File: src/rtl/lane_part_pkg.sv
package lane_part_pkg;
  localparam int unsigned LANE_W = 8;

  // first hit bit for partitions of length len
  function automatic int unsigned pair_base(int unsigned lanes, int unsigned len);
    int unsigned acc;
    acc = 0;
    for (int unsigned k = 1; k < len; k++) acc += lanes - k + 1;
    return acc;
  endfunction

  function automatic int unsigned pair_count(int unsigned lanes);
    return lanes * (lanes + 1) / 2;
  endfunction
endpackage

File: src/rtl/lane_part_bounds.sv
module lane_part_bounds #(
  parameter int unsigned LANES = 4
) (
  input  logic [LANES-2:0] gate_i,
  output logic [LANES:0]   bnd_o
);
  // guard boundaries at both word edges
  assign bnd_o = {1'b1, gate_i, 1'b1};
endmodule

File: src/rtl/lane_part_match.sv
module lane_part_match
  import lane_part_pkg::*;
#(
  parameter int unsigned LANES = 4,
  localparam int unsigned SW    = $clog2(LANES),
  localparam int unsigned PAIRS = pair_count(LANES)
) (
  input  logic [LANES:0]   bnd_i,
  input  logic [SW-1:0]    start_i,
  output logic [PAIRS-1:0] sel_o
);
  function automatic logic [LANES:0] inner_mask(int unsigned off, int unsigned len);
    logic [LANES:0] m;
    m = '0;
    for (int unsigned i = 1; i < len; i++) m[off+i] = 1'b1;
    return m;
  endfunction

  for (genvar gl = 1; gl <= LANES; gl++) begin : g_len
    for (genvar go = 0; go <= LANES - gl; go++) begin : g_off
      localparam int unsigned IDX = pair_base(LANES, gl) + go;
      localparam logic [LANES:0] INNER = inner_mask(go, gl);
      assign sel_o[IDX] = bnd_i[go] & bnd_i[go+gl] & ~|(bnd_i & INNER)
                        & (start_i == SW'(go));
    end
  end
endmodule

File: src/rtl/lane_part_extent.sv
module lane_part_extent
  import lane_part_pkg::*;
#(
  parameter int unsigned LANES = 4,
  localparam int unsigned LW    = $clog2(LANES + 1),
  localparam int unsigned PAIRS = pair_count(LANES)
) (
  input  logic [PAIRS-1:0] sel_i,
  output logic             valid_o,
  output logic [LW-1:0]    len_o
);
  always_comb begin
    len_o = '0;
    for (int unsigned l = 1; l <= LANES; l++)
      for (int unsigned o = 0; o <= LANES - l; o++)
        if (sel_i[pair_base(LANES, l) + o]) len_o = len_o | LW'(l);
    valid_o = |sel_i;
  end
endmodule

File: src/rtl/lane_part_align.sv
module lane_part_align
  import lane_part_pkg::*;
#(
  parameter int unsigned LANES = 4,
  localparam int unsigned SW = $clog2(LANES),
  localparam int unsigned LW = $clog2(LANES + 1),
  localparam int unsigned W  = LANES * LANE_W
) (
  input  logic [W-1:0]  data_i,
  input  logic [SW-1:0] start_i,
  input  logic [LW-1:0] len_i,
  output logic [W-1:0]  data_o
);
  logic [W-1:0] shifted;
  logic [W-1:0] keep;

  always_comb begin
    shifted = data_i >> (32'(start_i) * LANE_W);
    keep = '0;
    for (int unsigned l = 1; l <= LANES; l++)
      if (len_i == LW'(l)) keep = {W{1'b1}} >> (W - l * LANE_W);
    data_o = shifted & keep;
  end
endmodule

File: src/rtl/lane_part_decoder.sv
module lane_part_decoder
  import lane_part_pkg::*;
#(
  parameter int unsigned LANES = 4,
  localparam int unsigned SW    = $clog2(LANES),
  localparam int unsigned LW    = $clog2(LANES + 1),
  localparam int unsigned W     = LANES * LANE_W,
  localparam int unsigned PAIRS = pair_count(LANES)
) (
  input  logic [LANES-2:0] gate_i,
  input  logic [SW-1:0]    start_i,
  input  logic [W-1:0]     data_i,
  output logic             valid_o,
  output logic [LW-1:0]    len_o,
  output logic [PAIRS-1:0] hit_o,
  output logic [W-1:0]     data_o
);
  logic [LANES:0] bnd;

  lane_part_bounds #(.LANES(LANES)) u_bounds (.gate_i(gate_i), .bnd_o(bnd));

  lane_part_match #(.LANES(LANES)) u_match (
    .bnd_i(bnd), .start_i(start_i), .sel_o(hit_o)
  );

  lane_part_extent #(.LANES(LANES)) u_extent (
    .sel_i(hit_o), .valid_o(valid_o), .len_o(len_o)
  );

  lane_part_align #(.LANES(LANES)) u_align (
    .data_i(data_i), .start_i(start_i), .len_i(len_o), .data_o(data_o)
  );

  always_comb begin

    idle_chk: assert (valid_o || (len_o == '0 && data_o == '0 && hit_o == '0));

    onehot_chk: assert ($onehot0(hit_o));

    start_chk: assert (valid_o == bnd[start_i]);

    span_chk: assert (!valid_o || (32'(start_i) + 32'(len_o) <= LANES
                      && bnd[32'(start_i) + 32'(len_o)]));

    upper_chk: assert (!valid_o || ((data_o >> (32'(len_o) * LANE_W)) == '0));
  end
endmodule

File: config.mk
export PLATFORM = sky130hd
export DESIGN_NAME = lane_part_decoder
export DESIGN_NICKNAME = d
export VERILOG_FILES = /design/src/rtl/lane_part_pkg.sv /design/src/rtl/lane_part_bounds.sv /design/src/rtl/lane_part_match.sv /design/src/rtl/lane_part_extent.sv /design/src/rtl/lane_part_align.sv /design/src/rtl/lane_part_decoder.sv
export SDC_FILE = /design/constraint.sdc
export NUM_CORES = 1
export LEC_CHECK = 0
export BUFFER_PORTS_ARGS = -buffer_cell sky130_fd_sc_hd__buf_4
export CORE_ASPECT_RATIO = 0.6
export CORE_MARGIN = 2
export CORE_UTILIZATION = 39
export DETAILED_ROUTE_END_ITERATION = 10
export GPL_TIMING_DRIVEN = 0
export PLACE_DENSITY = 0.84
export SYNTH_ARGS = -nofsm -noshare
export SYNTH_HDL_FRONTEND = slang
export SYNTH_SLANG_ARGS = --single-unit
File: constraint.sdc
create_clock -name vclk -period 1.3
set_clock_uncertainty 0.1 [all_clocks]
set_input_delay 0.13 -clock vclk [all_inputs]
set_output_delay 0.13 -clock vclk [all_outputs]
set_load 0.05 [all_outputs]
==> run summary, run 1 <==
The die is 65.9 um wide. Input and output buffers added on the ports amount to 81. The floorplan step set the die height to 41.2 um. The stage where the flow stopped was clock tree synthesis (4_1_cts). The number of buffers inserted by post-CTS setup repair was 6; the cell area after technology mapping was 897 um^2. During I/O placement, the number of pins put on the boundary was 83. Synthesis handed over a netlist of 127 instances.

The logs give 0 for the total of warnings raised by yosys and 80 for the post-CTS resize count. The cell area reported after detailed placement came out at 1930 um^2. Count of distinct cell types in the synthesized netlist: 28. The mean cell area of the mapped netlist works out to 7.06 um^2. The largest total area in the synthesized netlist belongs to mux2i_1. The run gives 13 as the number of core rows. The first error in the log reads "[ERROR DPL-0038] Utilization greater than 100%, impossible to legalize". The number of placed cells counting well taps was 238. The flow did not finish. The net count of the mapped netlist is 164, and the share of Yosys cell area claimed by the top area cell type is 0.190.

The portion of the post-synthesis area used by sequential elements is 0. Buffers inserted to repair hold after CTS numbered 0. The final HPWL from detailed placement is 3410 um.

The run gives 0.415 as the initial standard-cell utilization of the core. Yosys attributes the largest share of cell area to mux2i_1 (19%), a211oi_2 (11%), and2_1 (7.0%), nor2b_1 (7.0%), a211oi_1 (6.7%). At the end of routability-driven placement, the weighted congestion stood at 0.907.
[logic make-up after synthesis]
family,synth area share
buffers and inverters,0.134
AND/OR/NAND/NOR,0.375
AO/OA/AOI/OAI,0.301
multiplexers,0.190
[cell usage after synthesis (3+ instances only)]
master,instances
buf_2,5
a211oi_2,8
nor2b_1,10
nor2_1,13
and2_1,10
nand2_1,10
a211oi_1,8
or2_2,7
inv_1,3
mux2i_1,17
buf_4,3
and3_1,5
buf_6,5
a21oi_1,9
[stage by stage]
stage          setup slack, ps  hold WS, ps
2_1_floorplan             -293          332
3_3_place_gp              -454          549
3_5_place_dp              -528          553
==> inputs of run 2 (changes only) <==
CORE_AREA = 2 2 63 65   (was default)
CORE_ASPECT_RATIO = default   (was 0.6)
CORE_MARGIN = default   (was 2)
CORE_UTILIZATION = default   (was 39)
DIE_AREA = 0 0 65 67   (was default)
PLACE_DENSITY = default   (was 0.84)
PLACE_DENSITY_LB_ADDON = 0.15   (was default)
==> run summary, run 2 <==
Summing all non-filler instances in the final layout gives an area of 2640 um^2. The overall track demand over capacity in global routing is 0.199, and the net count of the mapped netlist is 164 (unchanged). The count of mapped cells out of synthesis was 127 (unchanged); the via count of the first global-routing pass was 1,390. The logs give 0.769 for the worst slew margin relative to its limit and 0 for the remaining global-route overflow. The first TritonRoute pass finished after 4 iterations.

Sorting the synthesized cells by area gives the leading types as mux2i_1 (19%), a211oi_2 (11%), and2_1 (7.0%), nor2b_1 (7.0%), a211oi_1 (6.7%). The area growth from synthesis to layout is 194%. In the layout the commonest cells are buf_4 (44), buf_6 (40), a211oi_4 (16). Fill cells in the final layout number 258.

The aggregate negative setup slack is -2040 ps, and the first-pass GRT wire length is 6790 um. The vias after detailed routing was 1,362; the sum of internal, switching and leakage power was 1.13 mW. For the maximum number of pins on one net before global-route repair, the log shows 11. By count the netlist is led by mux2i_1 (17), nor2_1 (13), and2_1 (10), nand2_1 (10), nor2b_1 (10). Setup repair after global routing could not meet its margin everywhere. The number of core rows was 22 (+9). The number of placed cells counting well taps was 256 (+7.6%). The footprint of the flip-flops and latches was 0 um^2. The final setup violation count is 34.

The number of antenna violations at the first check in global routing is 0, and the width of the die is 65 um (-1.4%). The number of standard cells in the final layout excluding fillers was 273. In the routed layout, each cell is associated on average with a via count of 4.99. The critical-path maximum fanout works out to 7. In this run the power density over the cells is 428 nW/um^2. In the final design database the tool counted 264 nets. The final reports fail on setup timing. Subtracting the final worst setup slack from the clock period gives 1400 ps.

The fraction of final layout cells sized beyond drive strength 1 is 0.862, and the final standard cell utilization of the core is 0.731. Final HPWL from detailed placement: 3060 um (-10%). Nature of the critical path startpoint: an input pin.

The tools report the portion of the post-synthesis area used by sequential elements as 0 (unchanged). Across the run, the number of max-cap violations was 0. For the pin with the worst max-slew slack, the measured transition is 336 ps. The data required time of the worst path is 1070 ps. The logs give 0.249 (-0.166) for the initial standard-cell utilization of the core and 4360 um^2 for the die footprint.

The minimum hold slack is 522 ps. Data arrives at the worst endpoint at 1170 ps. The type of the worst setup path is in2out. The count of distinct cell types in the synthesized netlist is 28 (unchanged). The post-detailed-route wirelength per cell works out to 17.7 um. Routability congestion estimate from global placement: 0.825 (-9.0%).

Among all cell types in the netlist, the one instantiated most often is mux2i_1. The part of the cycle the worst path needs works out to 1.08. For this run, design rule violations remaining after detail routing come to 0. The count of port buffers added during placement was 81 (unchanged); the worst IR drop on VDD was 0.213 mV. Endpoint class of the critical path: a primary output. Based on the critical path, the design can be clocked at up to 713 MHz. Core region area: 3610 um^2.

The tools report the number of hold violations in the final report as 0. Summed over all layers, the routed wires come to 4820 um. Summed over all cells, the static leakage comes to 1.12 nW. Most common cell after layout, fill and taps aside: buf_4. The total count of max-transition violations in the final report came out at 0. The top-level port count is 83 (unchanged). The die height was 67 um (+63%); the placement-stage worst setup slack was -521 ps (+7.68 ps). The flow ran to the end, but the final reports show violations. The number of clock buffers in the layout came out at 0. The total of warnings raised by yosys is 0 (unchanged). The logs give 0 for the number of nets still failing antenna checks after routing and 0 for the sequential cell count of the final layout. The synthesized design spends more area on one cell type than any other, namely mux2i_1. The repair_antennas step left the layout with diodes totalling 0.

The run gives -102 ps as the final worst-path setup slack. The worst hold path passes through 3 cells. The mean cell area of the mapped netlist works out to 7.06 um^2 (unchanged). The quantity of hold-fixing buffers added after cts came out at 0 (unchanged).

The worst hold path belongs to the class in2out. The cell area reported after detailed placement is 1950 um^2 (+1.2%), and the count of routing violations after the opening detailed-route iteration is 36. The share of Yosys cell area claimed by the top area cell type works out to 0.190 (unchanged). The cell area after technology mapping is 897 um^2 (unchanged).
run 2: repair_timing:
item                                    CTS  global route
endpoints found under the setup margin   39            40
cloned                                    1             6
pin swaps                                11             8
resized for setup                        88            37
buffers inserted                          7             3
run 2: final cells by class:
cell class         instances  area [um^2]  area share
multi-input cells        110         1250       0.474
well taps                 48         60.1      0.0228
repair buffers            98         1060       0.403
plain buffers             14          253      0.0958
inverters                  3         11.3     0.00427
run 2: cells by family (layout without fill, tap and decap cells):
| family | Yosys count | after routing | share of synthesized area |
|---|---|---|---|
| AO/OA/AOI/OAI | 32 | 32 | 0.301 |
| buffers and inverters | 17 | 115 | 0.134 |
| multiplexers | 17 | 17 | 0.190 |
| AND/OR/NAND/NOR | 61 | 61 | 0.375 |
run 2: final timing paths:
check	start	slack, ps	end
setup / recovery	start_i[0]	-100	data_o[5]
hold / removal	data_i[31]	520	data_o[31]
run 2: metal layers:
layer	vias up	part of all wire	GRT usage
met4	0	0.010	0
li1	634	-	-
met1	660	0.39	0.234
met2	62	0.55	0.415
met5	-	0	0
met3	6	0.057	0.00676
run 2: worst max-delay path: stages:
cell       delay, ps
buf_12           120
buf_12           140
buf_12           140
clkbuf_16        160
a211oi_4         240
a211oi_4          70
buf_6            160
run 2: power by group:
group,leakage (nW),total [mW],switching [mW],internal [mW]
Sequential,0,0,0,0
Combinational,1.12,1.13,0.607,0.521
Clock,0,0,0,0
No activity file was read; power rests on OpenSTA's default activity.
